[config.mk]
export PLATFORM = sky130hd
export DESIGN_NAME = frame_cmd_decoder
export DESIGN_NICKNAME = d
export VERILOG_FILES = /design/src/rtl/fcd_pkg.sv /design/src/rtl/fcd_word_check.sv /design/src/rtl/fcd_framer.sv /design/src/rtl/fcd_wr_stage.sv /design/src/rtl/frame_cmd_decoder.sv
export SDC_FILE = /design/constraint.sdc
export NUM_CORES = 1
export LEC_CHECK = 0
export BUFFER_PORTS_ARGS = -buffer_cell sky130_fd_sc_hd__buf_2
export CAP_MARGIN = 20
export CORE_AREA = 10 10 60 62
export DETAILED_ROUTE_END_ITERATION = 10
export DIE_AREA = 0 0 70 72
export GPL_TIMING_DRIVEN = 0
export HOLD_SLACK_MARGIN = 0.03
export PLACE_DENSITY_LB_ADDON = 0.12
export SLEW_MARGIN = 25
export SYNTH_ARGS = -nofsm -noshare
export SYNTH_HDL_FRONTEND = slang
export SYNTH_SLANG_ARGS = --single-unit
[constraint.sdc]
create_clock -name clk -period 4.2 [get_ports clk]
set_clock_uncertainty 0.15 [all_clocks]
set_input_delay 0.21 -clock clk [delete_from_list [all_inputs] [get_ports clk]]
set_output_delay 0.21 -clock clk [all_outputs]
set_load 0.02 [all_outputs]
[src/rtl/fcd_pkg.sv]
package fcd_pkg;

    localparam int BYTE_W   = 8;
    localparam int WORD_W   = 2 * BYTE_W;
    localparam int ADDR_W   = 4;
    localparam int DATA_W   = 8;
    localparam int SYNC_LEN = 5;

    localparam logic [BYTE_W-1:0] TERM_BYTE = 8'h7E;

    typedef enum logic [1:0] {
        ST_HUNT  = 2'd0,
        ST_BOUND = 2'd1,
        ST_LOW   = 2'd2
    } fr_state_e;

    typedef struct packed {
        logic              ok;
        logic [ADDR_W-1:0] addr;
        logic [DATA_W-1:0] data;
    } cmd_t;

    function automatic logic [BYTE_W-1:0] sync_byte(input int unsigned idx);
        case (idx)
            0:       sync_byte = 8'h40;
            1:       sync_byte = 8'h4C;
            2:       sync_byte = 8'h44;
            3:       sync_byte = 8'h53;
            4:       sync_byte = 8'h7E;
            default: sync_byte = 8'h00;
        endcase
    endfunction

endpackage

[src/rtl/fcd_word_check.sv]
module fcd_word_check
    import fcd_pkg::*;
(
    input  logic [WORD_W-1:0] word,
    output cmd_t              cmd
);
    localparam int LO_VAL_W = 6;
    localparam int HI_VAL_W = DATA_W - LO_VAL_W;
    localparam int ADDR_LSB = 8;
    localparam int HI_LSB   = ADDR_LSB + ADDR_W;
    localparam int INV5_POS = LO_VAL_W;
    localparam int RSV_LO   = LO_VAL_W + 1;
    localparam int INV7_POS = HI_LSB + HI_VAL_W;
    localparam int RSV_HI   = WORD_W - 1;

    logic lo_pair_ok;
    logic hi_pair_ok;
    logic rsv_ok;

    always_comb begin
        lo_pair_ok = word[INV5_POS] != word[LO_VAL_W-1];
        hi_pair_ok = word[INV7_POS] != word[HI_LSB+HI_VAL_W-1];
        rsv_ok     = !word[RSV_HI] && !word[RSV_LO];

        cmd.ok   = lo_pair_ok && hi_pair_ok && rsv_ok;
        cmd.addr = word[ADDR_LSB +: ADDR_W];
        cmd.data = {word[HI_LSB +: HI_VAL_W], word[0 +: LO_VAL_W]};
    end

endmodule

[src/rtl/fcd_framer.sv]
module fcd_framer
    import fcd_pkg::*;
#(
    parameter int N_SYNC = SYNC_LEN
) (
    input  logic              clk,
    input  logic              rst_n,
    input  logic              in_valid,
    input  logic [BYTE_W-1:0] in_byte,
    input  logic              word_ok,
    output logic              word_stb,
    output logic [WORD_W-1:0] word
);
    localparam int IDX_W = (N_SYNC > 1) ? $clog2(N_SYNC) : 1;
    localparam logic [IDX_W-1:0] IDX_LAST = IDX_W'(N_SYNC - 1);

    typedef struct packed {
        fr_state_e         state;
        logic [IDX_W-1:0]  idx;
        logic [BYTE_W-1:0] hi;
    } fr_regs_t;

    fr_regs_t fr_d, fr_q;

    always_comb begin
        fr_d     = fr_q;
        word_stb = 1'b0;
        word     = {fr_q.hi, in_byte};

        if (in_valid) begin
            case (fr_q.state)
                ST_HUNT: begin
                    if (in_byte == sync_byte(int'(fr_q.idx))) begin
                        if (fr_q.idx == IDX_LAST) begin
                            fr_d.state = ST_BOUND;
                            fr_d.idx   = '0;
                        end else begin
                            fr_d.idx = fr_q.idx + IDX_W'(1);
                        end
                    end else if (in_byte == sync_byte(0)) begin
                        fr_d.idx = IDX_W'(1);
                    end else begin
                        fr_d.idx = '0;
                    end
                end
                ST_BOUND: begin
                    if (in_byte == TERM_BYTE) begin
                        fr_d.state = ST_HUNT;
                        fr_d.idx   = '0;
                    end else begin
                        fr_d.hi    = in_byte;
                        fr_d.state = ST_LOW;
                    end
                end
                ST_LOW: begin
                    word_stb   = 1'b1;
                    fr_d.idx   = '0;
                    fr_d.state = word_ok ? ST_BOUND : ST_HUNT;
                end
                default: begin
                    fr_d.state = ST_HUNT;
                    fr_d.idx   = '0;
                end
            endcase
        end
    end

    always_ff @(posedge clk) begin
        if (!rst_n) begin
            fr_q <= '{state: ST_HUNT, idx: '0, hi: '0};
        end else begin
            fr_q <= fr_d;
        end
    end

    // terminator at a word boundary closes the frame
    assert_term_closes_R6: assert property (@(posedge clk) disable iff (!rst_n)
        (fr_q.state == ST_BOUND && in_valid && in_byte == TERM_BYTE)
        |=> (fr_q.state == ST_HUNT && fr_q.idx == '0));

    // a rejected word sends the decoder back to the marker search
    assert_bad_word_hunt_R5: assert property (@(posedge clk) disable iff (!rst_n)
        (word_stb && !word_ok) |=> (fr_q.state == ST_HUNT && fr_q.idx == '0));

    // idle cycles leave the framing state untouched
    assert_idle_hold_R8: assert property (@(posedge clk) disable iff (!rst_n)
        !in_valid |=> $stable(fr_q));

    // a frame opens only from the last marker position
    assert_open_from_last_R2: assert property (@(posedge clk) disable iff (!rst_n)
        (fr_q.state == ST_HUNT && fr_d.state == ST_BOUND)
        |-> (fr_q.idx == IDX_LAST && in_valid));

    always_comb begin
        if (rst_n) begin
            assert_idx_range_R2: assert (int'(fr_q.idx) < N_SYNC);
        end
    end

endmodule

[src/rtl/fcd_wr_stage.sv]
module fcd_wr_stage
    import fcd_pkg::*;
(
    input  logic              clk,
    input  logic              rst_n,
    input  logic              word_stb,
    input  cmd_t              cmd,
    output logic              wr_en,
    output logic [ADDR_W-1:0] wr_addr,
    output logic [DATA_W-1:0] wr_data,
    output logic              frame_error
);
    typedef struct packed {
        logic              wr;
        logic              err;
        logic [ADDR_W-1:0] addr;
        logic [DATA_W-1:0] data;
    } wr_regs_t;

    wr_regs_t wr_d, wr_q;

    always_comb begin
        wr_d     = wr_q;
        wr_d.wr  = word_stb && cmd.ok;
        wr_d.err = word_stb && !cmd.ok;
        if (word_stb && cmd.ok) begin
            wr_d.addr = cmd.addr;
            wr_d.data = cmd.data;
        end
    end

    always_ff @(posedge clk) begin
        if (!rst_n) begin
            wr_q <= '0;
        end else begin
            wr_q <= wr_d;
        end
    end

    assign wr_en       = wr_q.wr;
    assign frame_error = wr_q.err;
    assign wr_addr     = wr_q.addr;
    assign wr_data     = wr_q.data;

    // a write strobe never lasts two cycles
    assert_single_pulse_R3: assert property (@(posedge clk) disable iff (!rst_n)
        wr_en |=> !wr_en);

    // a dropped word leaves the write outputs untouched
    assert_err_keeps_outputs_R5: assert property (@(posedge clk) disable iff (!rst_n)
        frame_error |-> ($stable(wr_addr) && $stable(wr_data) && !wr_en));

    // address and value only move together with a write strobe
    assert_hold_between_R9: assert property (@(posedge clk) disable iff (!rst_n)
        !wr_en |-> ($stable(wr_addr) && $stable(wr_data)));

endmodule

[src/rtl/frame_cmd_decoder.sv]
module frame_cmd_decoder
    import fcd_pkg::*;
(
    input  logic       clk,
    input  logic       rst_n,
    input  logic       in_valid,
    input  logic [7:0] in_byte,
    output logic       wr_en,
    output logic [3:0] wr_addr,
    output logic [7:0] wr_data,
    output logic       frame_error
);
    logic              word_stb;
    logic [WORD_W-1:0] word;
    cmd_t              cmd;

    fcd_framer #(
        .N_SYNC (SYNC_LEN)
    ) u_framer (
        .clk      (clk),
        .rst_n    (rst_n),
        .in_valid (in_valid),
        .in_byte  (in_byte),
        .word_ok  (cmd.ok),
        .word_stb (word_stb),
        .word     (word)
    );

    fcd_word_check u_check (
        .word (word),
        .cmd  (cmd)
    );

    fcd_wr_stage u_wr (
        .clk         (clk),
        .rst_n       (rst_n),
        .word_stb    (word_stb),
        .cmd         (cmd),
        .wr_en       (wr_en),
        .wr_addr     (wr_addr),
        .wr_data     (wr_data),
        .frame_error (frame_error)
    );

    // every accepted valid word yields a strobe on the next cycle
    assert_word_to_write_R3: assert property (@(posedge clk) disable iff (!rst_n)
        (word_stb && cmd.ok) |=> (wr_en && wr_addr == $past(cmd.addr)
                                 && wr_data == $past(cmd.data)));

    // every rejected word yields an error pulse on the next cycle
    assert_word_to_error_R5: assert property (@(posedge clk) disable iff (!rst_n)
        (word_stb && !cmd.ok) |=> frame_error);

    // no activity in the first cycle out of reset
    assert_quiet_after_reset_R1: assert property (@(posedge clk)
        $rose(rst_n) |-> (!wr_en && !frame_error));

endmodule

# --- Word level (Yosys, flattened, before mapping) ---
# Cells that the tools add are included.
word_totals:
  register_bits: 27
  input_bits: 11
  out_inout_bits: 14
  wordCells: 50
classes:
  add_sub_neg: 1
  eq_ne: 14
  n_mux: 14
  bitwise_logic: 1
  reduce_logical: 13
op_table:
  columns: ["operator", "count"]
  rows:
  - ["7-bit one-hot mux with 5 select lines", 1]
  - ["8-bit by 7-bit equality test with 1-bit output (second input constant)", 2]
  - ["8-bit two-way mux", 2]
  - ["5-bit one-hot mux with 3 select lines", 1]
  - ["3-bit two-way mux", 3]
  - ["8-bit equality test", 1]
  - ["3-bit by 2-bit equality test with 1-bit output (second input constant)", 2]
  - ["2-bit two-way mux", 3]
  - ["2-bit by 1-bit != test with 1-bit output (second input constant)", 3]
  - ["3-bit AND reduction", 2]
  - ["1-bit logical AND", 5]
  - ["1-bit two-way mux", 4]
  - ["3-bit by 1-bit adder with 3-bit output (second input constant)", 1]
  - ["3-bit by 1-bit equality test with 1-bit output (second input constant)", 1]
  - ["3-bit equality test (second input constant)", 1]
  - ["1-bit logical NOT", 3]
  - ["3-bit logical NOT", 1]
  - ["2-bit by 1-bit equality test with 1-bit output (second input constant)", 1]
  - ["2-bit equality test (second input constant)", 1]
  - ["2-bit logical NOT", 1]
  - ["1-bit != test", 2]
  - ["2-bit AND reduction", 1]
  - ["1-bit inverter", 1]

# --- Logic depth before layout (Yosys ltp) ---
logic_depth:
  depth_word: 7
  depth_mapped: 8
  depth_no_buf: 7

# --- By module ---
# A second synthesis with hierarchy kept.
hier_totals:
  cells_unflattened: 188
  hier_area_um2: 1691.6
by_module_without_submodules:
  columns: ["module", "instances", "cells_each", "area_per_inst_um2", "seq_area_each_um2"]
  rows:
  - ["fcd_framer", 1, 114, 991.0, 260.2]
  - ["fcd_wr_stage", 1, 59, 580.6, 280.3]
  - ["fcd_word_check", 1, 15, 120.1, 0.0]

# --- Worst setup path after synthesis ---
# No wires, ideal clock.
synth_timing:
  path_type: "reg2reg"
  startpoint: "reg u_framer.fr_q[8] in the netlist's numbering"
  endpoint: "reg u_framer.fr_q[8] in the netlist's numbering"
  setup_ps: 133
  arrival_time_ps: 1807
  t_required_ps: 3917
  slack_ps: 2110
  path_stages_with_launch: 8
  path_buffers: 0
  period_less_slack_ps: 2090
  cell_sequence: "dfxtp_1 -> inv_1 -> ha_1 -> or4_1 -> a211o_1 -> nand3_1 -> and3_1 -> o221ai_1"
synth_between:
  elab_chain_len: 7
  word_cells_on_any_way: 13
  classes_between: "1 x add/sub; 5 x eq/ne; 6 x mux; 1 x reduce/logical"
synth_lines:
  columns: ["element", "line", "source"]
  rows:
  - ["start: declaration", "fcd_framer.sv:23", "fr_regs_t fr_d, fr_q;"]
  - ["start signal: assignment", "fcd_framer.sv:70", "fr_q <= '{state: ST_HUNT, idx: '0, hi: '0};"]
  - ["start signal: assignment", "fcd_framer.sv:72", "fr_q <= fr_d;"]
  - ["3-bit equality test, or another cell as far along", "fcd_pkg.sv:24, fcd_framer.sv:34", null]
  - ["7-bit one-hot mux with 5 select lines", "fcd_pkg.sv:24", "case (idx)"]
  - ["8-bit two-way mux", "fcd_framer.sv:31", "case (fr_q.state)"]
  - ["8-bit two-way mux", "fcd_framer.sv:30", "if (in_valid) begin"]
  - ["8-bit equality test", "fcd_framer.sv:33", "if (in_byte == sync_byte(int'(fr_q.idx))) begin"]
  - ["3-bit two-way mux (*)", "fcd_framer.sv:33", null]
  - ["5-bit one-hot mux with 3 select lines (*)", "fcd_framer.sv:31", null]
# Every way passes the cells marked *; elsewhere a longest branch is shown, timed or not. The select of a mux whose other input is x is not followed.
# A chain may end at the register's enable or synchronous reset.

# --- Worst setup path in the final report ---
# Same ends and word-level chain as after synthesis.

==> flow_metrics.env <==
export IMPL_yosysMostFrequentCell="dfxtp_1"
export IMPL_synth_area_sq_mm=0.00131
export IMPL_period_needed_ns=2.29
export IMPL_antenna_left=0
export IMPL_synth_edff_count=0
export IMPL_cts_max_level=1
export IMPL_setup_violations=0
export IMPL_synth_area_leaders="dfxtp_1, mux2i_1, nor2_1, ha_1, nor3b_1"
export IMPL_row_count=18
export IMPL_initial_core_util=0.537
export IMPL_status="finished clean"
export IMPL_arrival_ns=2.41
export IMPL_io_buffers=23
export IMPL_clk_pin_slew_worst_paths_ns=0.16
export IMPL_grt_pass1_wl_mm=4.53
export IMPL_cts_sinks=27
export IMPL_drtPass1Iterations=4
export IMPL_synth_seq_area_share=0.414
export IMPL_rsz0062_at_grt="false"
export IMPL_syn2layout_area_growth_pct=18.6
export IMPL_p_total_uw=405
export IMPL_synthSimpleGateAreaFrac=0.206
export IMPL_synth_xor_area_share=0.0268
export IMPL_nets=187
export IMPL_synth_top_cell_by_area="dfxtp_1"
export IMPL_avgSynthCellArea_sq_um=9.53
export IMPL_wire_per_inst_um=13.7
export IMPL_p_leak_uw=0.000780
export IMPL_ys_ff_latch=27
export IMPL_critPathRequiredTime_ns=4.32
export IMPL_place_congestion=0.783
export IMPL_combinationalPowerShare=0.070
export IMPL_final_period_utilization=0.546
export IMPL_clock_latency_ns=0.34
export IMPL_power_frac_seq=0.634
export IMPL_cts_buffer_depth=2
export IMPL_maxCapViolCount=0
export IMPL_ys_flop_type="dfxtp_1"
export IMPL_synth_compound_area_frac=0.0651
export IMPL_grt_max_degree=17
export IMPL_design_core_area_sq_mm=0.00243
export IMPL_syn_num_nets=153
export IMPL_vias_per_cell=5.36
export IMPL_p_int_uw=305
export IMPL_fill_cells=193
export IMPL_worst_pin_slew_ns=0.490
export IMPL_powerDensity_mw_per_mm2=261
export IMPL_r2r_cells=7
export IMPL_slew_violations=0
export IMPL_numCtsBuffers=3
export IMPL_die_x_um=70
export IMPL_synth_adder_area_share=0.0479
export IMPL_die_area_sq_mm=0.00504
export IMPL_cp_endpoint="u_framer.fr_q[8]$_SDFFE_PN0P_"
export IMPL_drive_above_1_share=0.206
export IMPL_ys_types=38
export IMPL_cp_max_fo=5
export IMPL_synth_top_family_by_area="simple AND/OR/NAND/NOR gates"
export IMPL_initialDrtViolationCount=51
export IMPL_antenna_found_initial=0
export IMPL_p_switching_uw=99.2
export IMPL_diodes=0
export IMPL_cts_setup_buffers=0
export IMPL_die_h_um=72
export IMPL_final_setup_tns_ns=0
export IMPL_timing_rr_end="u_framer.fr_q[8]$_SDFFE_PN0P_"
export IMPL_utilization=0.637
export IMPL_drc=0
export IMPL_hp_class="input port to flop"
export IMPL_cts_root_buf="clkbuf_4"
export IMPL_yosys_top_cells_count="dfxtp_1, mux2i_1, nor2_1, inv_1, nand2_1"
export IMPL_netlist_instances=137
export IMPL_hold_viol=0
export IMPL_track_usage=0.108
export IMPL_grt_pass1_vias=981
export IMPL_ys_warn_count=0
export IMPL_worst_setup_path_type="flop to flop"
export IMPL_synth_top_area_share=0.414
export IMPL_async_reset_ff_frac=0
export IMPL_critPathLaunchType="flop"
export IMPL_switching_share=0.245
export IMPL_cts_resized=0
export IMPL_wirelength_mm=2.75
export IMPL_cts_tree="done"
export IMPL_irDropWorstVdd_mv=0.210
export IMPL_fmax_mhz=436
export IMPL_critPathLaunch="u_framer.fr_q[8]$_SDFFE_PN0P_"
export IMPL_vias=1071
export IMPL_io_pins=25
export IMPL_power_frac_clock=0.297
export IMPL_rrSetupSlack_ns=1.91
export IMPL_endpoint_kind="flop"
export IMPL_gr_total_overflow=0
export IMPL_min_from="in_byte[2]"
export IMPL_synthMuxAreaShare=0.177
export IMPL_slew_headroom=0.673
export IMPL_dpl_hpwl_mm=2.10
export IMPL_rr_startpoint="u_framer.fr_q[8]$_SDFFE_PN0P_"
-- power groups by stage --
stage | sequential [uW] | combinational [uW] | clock (uW)
floorplan | 262 | 11.7 | 0
global route | 257 | 31.1 | 133
CTS | 256 | 28.2 | 123
detailed placement | 262 | 23.9 | 0
global placement | 262 | 23.1 | 0
finish | 256 | 28.1 | 120
-- how the worst min path moves through the flow --
stage                                     endpoint  slack [ns]  cells past startpoint
floorplan           u_framer.fr_q[11]$_SDFFE_PN0P_        0.19                      1
global placement    u_framer.fr_q[11]$_SDFFE_PN0P_        0.29                      2
detailed placement  u_framer.fr_q[11]$_SDFFE_PN0P_        0.30                      2
CTS                  u_framer.word[8]$_SDFFE_PN0P_        0.03                      3
global route         u_framer.word[8]$_SDFFE_PN0P_        0.04                      3
finish              u_framer.word[10]$_SDFFE_PN0P_        0.03                      3
-- metal layers --
| layer | GRT usage | wire, um | up-vias | share of wire |
|---|---|---|---|---|
| met5 | 0 | 0 | - | 0 |
| met4 | 0.0461 | 44 | 0 | 0.016 |
| met3 | 0.0340 | 138 | 5 | 0.050 |
| met2 | 0.183 | 1360 | 20 | 0.49 |
| met1 | 0.123 | 1210 | 504 | 0.44 |
| li1 | - | - | 542 | - |
-- cells in the final DEF (no fill, tap or decap), drive strengths merged, types with 4 or more instances in the layout --
master	count
dfxtp	27
nor3b	4
clkbuf	5
dlygate4sd3	6
buf	28
inv	6
nand2	6
ha	5
nor2	22
mux2i	22
nand3	5
-- area by class of cell --
| cell class | instances | area, sq um | area share |
|---|---|---|---|
| clock inverters | 1 | 7.51 | 0.00485 |
| plain buffers | 7 | 56.3 | 0.0363 |
| inverters | 7 | 26.3 | 0.0170 |
| flip-flops and latches | 27 | 541 | 0.349 |
| well taps | 30 | 37.5 | 0.0242 |
| clock buffers | 3 | 22.5 | 0.0145 |
| repair buffers | 29 | 175 | 0.113 |
| multi-input cells | 96 | 683 | 0.441 |
-- stage by stage --
stage | setup slack, ns | area (sq um) | hold WS, ns | std cells
finish | 1.91 | 1550 | 0.0341 | 200
global route | 1.77 | 1550 | 0.0396 | 200
CTS | 1.91 | 1550 | 0.0309 | 200
detailed placement | 1.95 | 1460 | 0.300 | 190
global placement | 1.98 | 1460 | 0.291 | 190
floorplan | 2.11 | 1310 | 0.186 | 137
-- sequential cells by signal, indices dropped and copies added (netlist names) --
register	count
u_framer.word	8
u_wr.wr_data	8
u_framer.fr_q	5
u_wr.wr_addr	4
u_wr.frame_error	1
u_wr.wr_en	1
-- what timing repair did --
item | in CTS | in global routing
endpoints found under the setup margin | 0 | 0
hold buffers | 6 | 0
endpoints found under the hold margin | 8 | 0
-- worst max-delay path, cell delays in order (launching register included) --
cell	delay, ns
dfxtp_1	0.44
inv_1	0.09
ha_1	0.25
or4_1	0.54
a211o_1	0.32
nand3_1	0.10
nand4_1	0.14
o221ai_1	0.21
-- cells by family after synthesis --
logic type,after synthesis
AO/OA/AOI/OAI,11
AND/OR/NAND/NOR,53
flip-flops,27
multiplexers,23
XOR/XNOR,4
adder cells (fa/ha/maj),5
buffers and inverters,14
(Power assumes the default switching activity.)
